**config.mk**
```make
export PLATFORM = sky130hd
export DESIGN_NAME = adc_rst_seq
export DESIGN_NICKNAME = d
export VERILOG_FILES = /design/src/rtl/adc_rst_pkg.sv /design/src/rtl/adc_rst_cfg.sv /design/src/rtl/adc_rst_timer.sv /design/src/rtl/adc_rst_fsm.sv /design/src/rtl/adc_rst_seq.sv
export SDC_FILE = /design/constraint.sdc
export NUM_CORES = 1
export LEC_CHECK = 0
export CORE_MARGIN = 2
export CORE_UTILIZATION = 25
export CTS_CLUSTER_SIZE = 30
export DETAILED_ROUTE_END_ITERATION = 10
export MAX_ROUTING_LAYER = met4
export SLEW_MARGIN = 30
export SYNTH_ARGS = -nofsm -noshare
export SYNTH_HDL_FRONTEND = slang
export SYNTH_SLANG_ARGS = --single-unit
```
**constraint.sdc**
```tcl
create_clock -name clk -period 4.6 [get_ports clk]
set_clock_uncertainty 0.2 [all_clocks]
set_input_delay 1.38 -clock clk [delete_from_list [all_inputs] [get_ports clk]]
set_output_delay 1.38 -clock clk [all_outputs]
set_load 0.05 [all_outputs]
```
**src/rtl/adc_rst_pkg.sv**
```systemverilog
package adc_rst_pkg;

    typedef enum logic [1:0] {
        SEQ_OFF  = 2'd0,
        SEQ_HOLD = 2'd1,
        SEQ_RUN  = 2'd2
    } seq_state_e;

endpackage

```
**src/rtl/adc_rst_cfg.sv**
```systemverilog
module adc_rst_cfg #(
    parameter int EXT_W = 6
) (
    input  logic             clk,
    input  logic             rst_n,
    input  logic             load_wr_i,
    input  logic [EXT_W-1:0] ext_stage_i,
    output logic             load_bit_o,
    output logic [EXT_W-1:0] ext_active_o
);

    logic             load_q;
    logic [EXT_W-1:0] active_q;

    // Load bit: set by a write, cleared by the commit cycle; the commit
    // takes priority so the bit is never high two cycles in a row.
    always_ff @(posedge clk or negedge rst_n) begin
        if (!rst_n) begin
            load_q <= 1'b0;
        end else if (load_q) begin
            load_q <= 1'b0;
        end else if (load_wr_i) begin
            load_q <= 1'b1;
        end
    end

    // Active register: copied from the staged value only on commit.
    always_ff @(posedge clk or negedge rst_n) begin
        if (!rst_n) begin
            active_q <= '0;
        end else if (load_q) begin
            active_q <= ext_stage_i;
        end
    end

    assign load_bit_o   = load_q;
    assign ext_active_o = active_q;

    AST_LOAD_SELF_CLEAR: assert property (@(posedge clk) disable iff (!rst_n)
        load_q |=> !load_q);

    AST_ACTIVE_NO_LOAD: assert property (@(posedge clk) disable iff (!rst_n)
        !load_q |=> $stable(active_q));

endmodule

```
**src/rtl/adc_rst_timer.sv**
```systemverilog
module adc_rst_timer #(
    parameter int CNT_W = 7
) (
    input  logic             clk,
    input  logic             rst_n,
    input  logic             load_i,
    input  logic [CNT_W-1:0] load_val_i,
    input  logic             dec_i,
    output logic             last_o
);

    logic [CNT_W-1:0] cnt_q;

    always_ff @(posedge clk or negedge rst_n) begin
        if (!rst_n) begin
            cnt_q <= '0;
        end else if (load_i) begin
            cnt_q <= load_val_i;
        end else if (dec_i) begin
            cnt_q <= cnt_q - 1'b1;
        end
    end

    assign last_o = (cnt_q == CNT_W'(1));

    AST_NO_UNDERFLOW: assert property (@(posedge clk) disable iff (!rst_n)
        dec_i |-> (cnt_q != '0));

    AST_CNT_STEP: assert property (@(posedge clk) disable iff (!rst_n)
        (dec_i && !load_i) |=> (cnt_q == $past(cnt_q) - 1'b1));

endmodule

```
**src/rtl/adc_rst_fsm.sv**
```systemverilog
module adc_rst_fsm
    import adc_rst_pkg::*;
(
    input  logic clk,
    input  logic rst_n,
    input  logic go_i,
    input  logic last_i,
    output logic tmr_load_o,
    output logic tmr_dec_o,
    output logic conv_rst_n_o,
    output logic pwr_rdy_o
);

    seq_state_e state_q, state_d;

    always_comb begin
        state_d = state_q;
        unique case (state_q)
            SEQ_OFF:  if (go_i) state_d = SEQ_HOLD;                 // start
            SEQ_HOLD: if (!go_i) state_d = SEQ_OFF;                 // abort
                      else if (last_i) state_d = SEQ_RUN;           // release
            SEQ_RUN:  if (!go_i) state_d = SEQ_OFF;                 // abort
            default:  state_d = SEQ_OFF;
        endcase
    end

    always_ff @(posedge clk or negedge rst_n) begin
        if (!rst_n) state_q <= SEQ_OFF;
        else        state_q <= state_d;
    end

    always_comb begin
        tmr_load_o   = 1'b0;
        tmr_dec_o    = 1'b0;
        conv_rst_n_o = 1'b0;
        pwr_rdy_o    = 1'b0;
        unique case (state_q)
            SEQ_OFF:  tmr_load_o = go_i;
            SEQ_HOLD: tmr_dec_o  = go_i && !last_i;                 // tick
            SEQ_RUN: begin
                conv_rst_n_o = go_i;
                pwr_rdy_o    = 1'b1;
            end
            default: ;
        endcase
    end

    AST_DROP_EN: assert property (@(posedge clk) disable iff (!rst_n)
        !go_i |=> (state_q == SEQ_OFF));

    AST_NO_EARLY_RDY: assert property (@(posedge clk) disable iff (!rst_n)
        (state_q == SEQ_OFF) |=> !pwr_rdy_o);

    AST_RELEASE: assert property (@(posedge clk) disable iff (!rst_n)
        (state_q == SEQ_HOLD && go_i && last_i) |=> pwr_rdy_o);

endmodule

```
**src/rtl/adc_rst_seq.sv**
```systemverilog
module adc_rst_seq #(
    parameter int EXT_W     = 6,
    parameter int BASE_HOLD = 6
) (
    input  logic             clk,
    input  logic             rst_n,
    input  logic             conv_en_i,
    input  logic             soft_run_i,
    input  logic [EXT_W-1:0] ext_stage_i,
    input  logic             load_wr_i,
    output logic             conv_rst_n_o,
    output logic             pwr_rdy_o,
    output logic             load_bit_o,
    output logic [EXT_W-1:0] ext_active_o
);

    localparam int MAX_HOLD = (1 << EXT_W) - 1 + BASE_HOLD;
    localparam int CNT_W    = $clog2(MAX_HOLD + 1);

    logic             go;
    logic             tmr_load, tmr_dec, tmr_last;
    logic [CNT_W-1:0] hold_len;

    assign go       = conv_en_i & soft_run_i;
    assign hold_len = CNT_W'(ext_active_o) + CNT_W'(BASE_HOLD - 1);

    adc_rst_cfg #(.EXT_W(EXT_W)) u_cfg (
        .clk          (clk),
        .rst_n        (rst_n),
        .load_wr_i    (load_wr_i),
        .ext_stage_i  (ext_stage_i),
        .load_bit_o   (load_bit_o),
        .ext_active_o (ext_active_o)
    );

    adc_rst_timer #(.CNT_W(CNT_W)) u_timer (
        .clk        (clk),
        .rst_n      (rst_n),
        .load_i     (tmr_load),
        .load_val_i (hold_len),
        .dec_i      (tmr_dec),
        .last_o     (tmr_last)
    );

    adc_rst_fsm u_fsm (
        .clk          (clk),
        .rst_n        (rst_n),
        .go_i         (go),
        .last_i       (tmr_last),
        .tmr_load_o   (tmr_load),
        .tmr_dec_o    (tmr_dec),
        .conv_rst_n_o (conv_rst_n_o),
        .pwr_rdy_o    (pwr_rdy_o)
    );

    AST_RST_NEEDS_RDY: assert property (@(posedge clk) disable iff (!rst_n)
        conv_rst_n_o |-> pwr_rdy_o);

    AST_SOFT_HOLD: assert property (@(posedge clk) disable iff (!rst_n)
        !soft_run_i |-> !conv_rst_n_o);

endmodule

```
==> results.json, run 1 <==
{
  "run_status": "complete, no violations",
  "drt_iter0_markers": 11,
  "min_period_ns": 3.81,
  "final_max_slew_viol_count": 0,
  "core_um2": 3360,
  "num_rows": 21,
  "critical_path.max_stage_delay_ns": 0.50,
  "cp_slowest_cell": "clkdlybuf4s50_1",
  "clock-sinks": 16,
  "ys_ff_latch": 16,
  "vdd_drop_max_uv": 191,
  "synth_top_cell_area_share_pct": 45.3,
  "via_per_inst": 4.74,
  "grt_pass1_wl_um": 3320,
  "p_per_area_nw_per_um2": 392,
  "synth.distinct_cells": 35,
  "synth_common_cells": "dfrtp_1 (16), a21oi_1 (8), mux2_2 (5), nor2_1 (5)",
  "start_kind": "input port",
  "synth-edff-count": 0,
  "ff2ff_path_depth": 6,
  "antenna_cells": 0,
  "max_freq_mhz": 262,
  "die_x_um": 63.4,
  "crit_start": "conv_en_i",
  "synthArstFlopShare_pct": 100,
  "maxCapViolCount": 0,
  "synth-seq-area-share_pct": 45.3,
  "syn-cell-area_um2": 883,
  "antenna_found_initial": 0,
  "p_leak_nw": 0.484,
  "wirelength_um": 1880,
  "rsz0062_at_grt": "false",
  "grtUsageTotal_pct": 10.4,
  "cts_resized": 0,
  "worstSetupEndpointType": "output port",
  "grt.overflow.total": 0,
  "place_inst": 149,
  "yosysMostFrequentCell": "dfrtp_1",
  "setup_viol": 0,
  "syn2layout_area_growth_pct": 31.7,
  "worstHoldStart": "u_timer.cnt_q[6]",
  "hpwl_um": 1430,
  "timing.rr.start": "u_timer.cnt_q[0]",
  "syn_inst": 85,
  "timing.final.hold_violations": 0,
  "synth_area_per_cell_um2": 10.4,
  "drtAntennaViolNets": 0,
  "cts_tree": "built",
  "setup_tns_ns": 0,
  "clkTransAtPathRegs_ns": 0.10,
  "die_area_um2": 4020,
  "postCtsSetupBuffers": 0,
  "worstSetupPathType": "input port to output port",
  "drc": 0,
  "ios": 20,
  "slew_headroom_pct": 50.7,
  "cts_made_buffers": 3,
  "gp_congestion": 0.721,
  "htreeDepth": 1,
  "yosys.area.top_type": "dfrtp_1",
  "io_buffers": 19,
  "insertion_delay_ns": 0.29,
  "arrival_ns": 2.23,
  "worst_pin_slew_ns": 0.737,
  "synth.top_cells.by_area": "dfrtp_1 (45%), mux2_2 (6.4%), a21oi_1 (4.5%)",
  "grt_max_degree": 17,
  "min_period_over_period_pct": 82.9,
  "worstHoldPathType": "register to register",
  "crit_fanout": 4,
  "final_cells": 153,
  "ys.flop_type": "dfrtp_1",
  "postCtsHoldBufs": 0,
  "wl_per_cell_um": 12.3,
  "hold_depth": 1,
  "fin_nets": 122,
  "firstDrtPassIters": 4,
  "start_util_pct": 26.3,
  "cts_root_buf": "clkbuf_4",
  "design_area_um2": 1160,
  "place_area_um2": 1130,
  "grt_pass1_vias": 777,
  "ys.warnings.count": 0,
  "synth_nets": 99,
  "critPathRequiredTime_ns": 3.02,
  "drive_above_1_share_pct": 15.0,
  "via_count": 725,
  "cts.path.max_buffers": 2,
  "path_cells": "clkdlybuf4s50_1, and3_1, buf_4",
  "die_y_um": 63.4
}
## final timing paths
path,end,slack (ns)
setup / recovery,conv_rst_n_o,0.79
hold / removal,u_timer.cnt_q[6],0.32
setup reg to reg,u_timer.cnt_q[6],2.70
hold reg to reg,u_timer.cnt_q[6],0.32
max in group asynchronous,u_timer.cnt_q[1],2.42
min in group asynchronous,u_cfg.ext_active_o[5],1.32
## flip-flops by register name (all words and copies together), names as in the netlist
register and count:
u_cfg.ext_active_o 6, u_cfg.load_bit_o 1, u_fsm.state_q 2, u_timer.cnt_q 7
## critical path, delay by kind of cell
family / cells / cell delay, ns
buf+inv: 2 / 0.69
simple gates: 1 / 0.16
## routing by layer
layer | global-route usage (%) | wire length, µm
met4 | 3.26 | 20
met2 | 17.4 | 866
met5 | - | 0
met3 | 1.79 | 101
met1 | 12.8 | 889
## kinds of logic (layout without fill, tap and decap cells)
group / Yosys count / after routing / share of synthesized area [%]
buffers and inverters: 7 / 29 / 3.11
XOR/XNOR: 4 / 4 / 3.97
multiplexers: 5 / 5 / 6.37
AND/OR/NAND/NOR: 27 / 27 / 18.8
flip-flops: 16 / 16 / 45.3
AO/OA/AOI/OAI: 23 / 23 / 18.1
adder cells (fa/ha/maj): 3 / 3 / 4.25
## cells in the final DEF (no fill, tap or decap), drive strengths merged, types with 2 or more instances in the layout
cell,synthesis,layout
clkbuf,1,4
nor2,5,5
buf,1,2
xnor2,4,4
dfrtp,16,16
ha,3,3
nor3,3,3
clkdlybuf4s50,0,18
o22ai,2,2
and3,2,2
nor2b,2,2
mux2,5,5
o21ai,6,6
nand3,3,3
inv,5,5
a21oi,8,8
nand2,3,3
## metrics by stage
| stage | total power, mW | util (%) | hold slack [ns] | setup WS, ns |
|---|---|---|---|---|
| 5_1_grt | 0.488 | 34.6 | 0.353 | 0.742 |
| 2_1_floorplan | 0.313 | - | 0.274 | 1.20 |
| 6_report | 0.456 | 34.6 | 0.324 | 0.786 |
| 4_1_cts | 0.463 | 34.6 | 0.331 | 0.781 |
| 3_5_place_dp | 0.365 | 33.5 | 0.307 | 0.789 |
| 3_3_place_gp | 0.361 | 33.5 | 0.301 | 0.804 |
## cell type report
class	count	area [µm²]
Fill cell	372	2200
Multi-Input combinational cell	62	455
Sequential cell	16	400
Timing Repair Buffer	20	195
Tap cell	46	57.6
Clock buffer	4	36.3
Inverter	5	18.8
## report_power, final
group          switching (mW)  total (mW)  internal (mW)
combinational          0.0851       0.159         0.0735
sequential             0.0333       0.203          0.169
clock                  0.0468      0.0951         0.0482
(Power assumes the default switching activity.)
==> inputs of run 2 (changes only) <==
- clock period: 4.6 -> 3.3 ns (I/O delays scaled with it)
==> results.json, run 2 (synthesis gave the netlist of run 1 again) <==
{
  "run_status": "complete, no violations",
  "num_rows": 21,
  "max_freq_mhz": 329,
  "largest_register": "u_timer.cnt_q",
  "hpwl_um": 1380,
  "clkTransAtPathRegs_ns": 0.09,
  "grtUsageTotal_pct": 10.4,
  "die_area_um2": 4020,
  "cts_tree": "built",
  "die_x_um": 63.4,
  "slew_headroom_pct": 50.1,
  "clock_power_share_pct": 20.7,
  "drc": 0,
  "place_area_um2": 1140,
  "cts_root_buf": "clkbuf_4",
  "antenna_cells": 0,
  "worstSetupPathType": "input port to output port",
  "firstDrtPassIters": 4,
  "drt_iter0_markers": 6,
  "cts_resized": 0,
  "design_area_um2": 1180,
  "via_per_inst": 4.76,
  "gp_congestion": 0.720,
  "htreeDepth": 1,
  "largest_register_ffs": 7,
  "drtAntennaViolNets": 0,
  "fin_nets": 122,
  "rsz0062_at_grt": "false",
  "worst_pin_slew_ns": 0.746,
  "timing.final.hold_violations": 0,
  "pwr-share-seq_pct": 44.6,
  "p_int_mw": 0.405,
  "via_count": 729,
  "worstSetupEndpointType": "output port",
  "start_util_pct": 26.3,
  "critPathRequiredTime_ns": 2.11,
  "holdWs_ns": 0.317,
  "ios": 20,
  "setup_tns_ns": 0,
  "clock-sinks": 16,
  "power_frac_comb_pct": 34.7,
  "fill_cells": 364,
  "vdd_drop_max_uv": 313,
  "worstHoldPathType": "register to register",
  "postCtsHoldBufs": 0,
  "final_cells": 153,
  "final_common_cell": "clkdlybuf4s50_1",
  "switchingPower_mw": 0.227,
  "syn2layout_area_growth_pct": 33.1,
  "min_period_over_period_pct": 92.1,
  "final_cell_mix": "clkdlybuf4s50_1 (18), dfrtp_1 (16), a21oi_1 (8), nor2_1 (5), mux2_2 (5)",
  "arrival_ns": 1.85,
  "p_total_mw": 0.632,
  "place_inst": 149,
  "wirelength_um": 1840,
  "die_y_um": 63.4,
  "grt_max_degree": 17,
  "antenna_found_initial": 0,
  "cts_made_buffers": 3,
  "grt_pass1_wl_um": 3270,
  "postCtsSetupBuffers": 0,
  "crit_fanout": 4,
  "grt.overflow.total": 0,
  "min_period_ns": 3.04,
  "core_um2": 3360,
  "cts.path.max_buffers": 2,
  "grt_pass1_vias": 781,
  "drive_above_1_share_pct": 15.0,
  "p_per_area_nw_per_um2": 537,
  "maxCapViolCount": 0,
  "wl_per_cell_um": 12.0,
  "p_sw_share_pct": 35.9,
  "start_kind": "input port",
  "io_buffers": 19,
  "final_max_slew_viol_count": 0,
  "insertion_delay_ns": 0.29,
  "setup_viol": 0,
  "p_leak_nw": 0.487
}
[run 2: cell counts in the layout (fill, tap and decap cells not counted)]
No cell type changed its count.
[run 2: per-stage QoR]
stage	worst slack [ns]	util, %
after floorplan	0.323	-
after global placement	0.275	33.9
after detailed placement	0.261	33.9
after CTS	0.250	35.0
after global routing	0.195	35.0
final	0.261	35.0
[run 2: worst paths after layout]
| path | slack [ns] | start | cells past startpoint | to |
|---|---|---|---|---|
| hold / removal | 0.32 | u_timer.cnt_q[6] | 1 | u_timer.cnt_q[6] |
| setup / recovery | 0.26 | conv_en_i | 3 | conv_rst_n_o |
| min in group asynchronous | 0.93 | rst_n | 1 | u_timer.cnt_q[5] |
| max in group asynchronous | 1.50 | rst_n | 1 | u_cfg.ext_active_o[1] |
| setup reg to reg | 1.40 | u_timer.cnt_q[0] | 6 | u_timer.cnt_q[6] |
| hold reg to reg | 0.32 | u_timer.cnt_q[6] | 1 | u_timer.cnt_q[6] |
[run 2: final cells by class]
class / count / area (µm²) / area share [%]
Inverter: 5 / 18.8 / 1.60
Tap cell: 46 / 57.6 / 4.89
Sequential cell: 16 / 400 / 34.0
Multi-Input combinational cell: 62 / 455 / 38.7
Clock buffer: 4 / 36.3 / 3.09
Timing Repair Buffer: 20 / 208 / 17.7
[run 2: power by group through the flow]
stage / logic [mW] / clock network [mW] / registers, mW
after CTS: 0.222 / 0.138 / 0.282
after detailed placement: 0.220 / 0 / 0.286
after global placement: 0.218 / 0 / 0.286
after global routing: 0.241 / 0.147 / 0.290
after floorplan: 0.122 / 0 / 0.315
final: 0.220 / 0.131 / 0.282
[run 2: critical path: stages]
cell and delay, ns:
clkdlybuf4s50_1 0.50, and3_1 0.21, buf_12 0.14
[run 2: routing by layer]
metal	up-vias	track usage (%)	share of wire [%]
met2	25	16.7	46
li1	355	-	-
met5	-	-	0
met4	0	3.26	1.5
met1	345	12.2	47
met3	4	3.57	5.7
==> inputs of run 3 (changes only) <==
- CORE_UTILIZATION: 25 -> 43
- GPL_ROUTABILITY_DRIVEN: not set -> 0
- PLACE_DENSITY: not set -> 0.73
- clock period: 3.3 -> 2.5 ns (I/O delays scaled with it)
==> results.json, run 3 (synthesis gave the netlist of run 1 again) <==
{
  "die_x_um": 49.3,
  "p_leak_nw": 0.506,
  "min_period_over_period_pct": 96.2,
  "cts_made_buffers": 3,
  "switchingPower_mw": 0.299,
  "io_buffers": 19,
  "cpLargestDelayFamily": "buffers and inverters",
  "die_area_um2": 2430,
  "cts_root_buf": "clkbuf_4",
  "clock_power_share_pct": 16.6,
  "cts.path.max_buffers": 2,
  "largest_register_ffs": 7,
  "worstSetupPathType": "register to output port",
  "syn2layout_area_growth_pct": 31.4,
  "postCtsHoldBufs": 0,
  "via_per_inst": 5.39,
  "final_common_cell": "dfrtp_1",
  "worstHoldStart": "u_timer.cnt_q[6]",
  "worstPathBufferInverterCount": 1,
  "design_area_um2": 1160,
  "place_inst": 133,
  "antenna_found_initial": 0,
  "min_period_ns": 2.41,
  "fin_nets": 125,
  "start_util_pct": 45.5,
  "crit_start": "u_cfg.ext_active_o[5]",
  "firstDrtPassIters": 4,
  "drc": 0,
  "vdd_drop_max_uv": 467,
  "worstHoldPathType": "register to register",
  "grt.overflow.total": 0,
  "fill_cells": 172,
  "pwr-share-seq_pct": 46.7,
  "ios": 20,
  "p_sw_share_pct": 37.4,
  "ff2ff_path_depth": 6,
  "setup_viol": 0,
  "worst_pin_slew_ns": 0.495,
  "antenna_cells": 0,
  "r2r_slack_ns": 0.58,
  "die_y_um": 49.3,
  "insertion_delay_ns": 0.28,
  "timing.rr.start": "u_timer.cnt_q[0]",
  "clock-sinks": 16,
  "crit_fanout": 2,
  "wl_per_cell_um": 13.6,
  "num_rows": 16,
  "drtAntennaViolNets": 0,
  "timing.final.hold_violations": 0,
  "max_freq_mhz": 416,
  "drive_above_1_share_pct": 24.8,
  "cts_tree": "built",
  "rsz0062_at_grt": "false",
  "core_um2": 1940,
  "cp_slowest_cell": "clkdlybuf4s50_1",
  "clkTransAtPathRegs_ns": 0.09,
  "setup_tns_ns": 0,
  "start_kind": "register",
  "drt_iter0_markers": 12,
  "critical_path.max_stage_delay_ns": 0.81,
  "worst-path-stages": 1,
  "arrival_ns": 1.46,
  "final_cell_mix": "dfrtp_1 (16), buf_4 (10), clkdlybuf4s50_1 (9), a21oi_1 (8)",
  "p_per_area_nw_per_um2": 688,
  "place_area_um2": 1140,
  "hpwl_um": 1420,
  "largest_register": "u_timer.cnt_q",
  "r2r-end": "u_timer.cnt_q[6]",
  "wirelength_um": 1850,
  "final_cells": 136,
  "htreeDepth": 1,
  "grtUsageTotal_pct": 17.7,
  "grt_pass1_wl_um": 3220,
  "p_int_mw": 0.500,
  "path_cells": "clkdlybuf4s50_1",
  "slew_headroom_pct": 66.9,
  "via_count": 733,
  "critPathCapture": "ext_active_o[5]",
  "power_frac_comb_pct": 36.7,
  "holdWs_ns": 0.327,
  "critPathRequiredTime_ns": 1.55,
  "maxCapViolCount": 0,
  "grt_pass1_vias": 745,
  "worstSetupEndpointType": "output port",
  "final_max_slew_viol_count": 0,
  "grt_max_degree": 17,
  "run_status": "complete, no violations"
}
run 3: area by class of cell:
| type | count | area [µm²] | share of cell area, % |
|---|---|---|---|
| multi-input combinational | 62 | 463 | 39.9 |
| sequential | 16 | 400 | 34.5 |
| timing repair buffer | 23 | 223 | 19.2 |
| tap | 27 | 33.8 | 2.91 |
| clock buffer | 3 | 22.5 | 1.94 |
| inverter | 5 | 18.8 | 1.62 |
run 3: worst register-to-register path: cells and delay by family (launching register included):
kind	cells	cell delay, ns
AOI/OAI and AO/OA	2	0.29
DFF	1	0.42
adders and majority gates	1	0.19
buffers and inverters	1	0.09
and+or+nand+nor	2	0.63
run 3: through the flow:
step	setup slack (ns)	util, %	total power, mW
after floorplan	0.0665	-	0.577
after global placement	-0.0408	58.5	0.661
after detailed placement	-0.0660	58.5	0.672
after CTS	0.0768	59.8	0.807
after global routing	0.0310	59.8	0.851
final	0.0945	59.8	0.799
run 3: worst min-delay path by stage:
stage | cells past startpoint | slack (ns) | end
2_1_floorplan | 0 | 0.25 | u_cfg.ext_active_o[0]
3_3_place_gp | 1 | 0.30 | u_timer.cnt_q[6]
5_1_grt | 1 | 0.35 | u_timer.cnt_q[6]
3_5_place_dp | 1 | 0.31 | u_timer.cnt_q[6]
6_report | 1 | 0.33 | u_timer.cnt_q[6]
4_1_cts | 1 | 0.33 | u_timer.cnt_q[6]
run 3: timing repair:
item	4_1_cts	5_1_grt
endpoints found under the setup margin	1	0
gates resized for setup	3	0
buffers inserted	0	0
run 3: metal layers:
layer / wire length, µm / global-route usage (%) / vias up / part of all wire [%]
li1: - / - / 359 / -
met4: 29 / 7.14 / 0 / 1.6
met3: 72 / 1.84 / 4 / 3.9
met1: 821 / 20.6 / 345 / 44
met5: 0 / - / - / 0
met2: 924 / 31.1 / 25 / 50
run 3: power groups by stage:
stage	clock network [mW]	logic (mW)	registers [mW]
2_1_floorplan	0	0.161	0.416
3_3_place_gp	0	0.285	0.376
3_5_place_dp	0	0.294	0.378
4_1_cts	0.139	0.295	0.372
5_1_grt	0.149	0.319	0.383
6_report	0.133	0.293	0.373
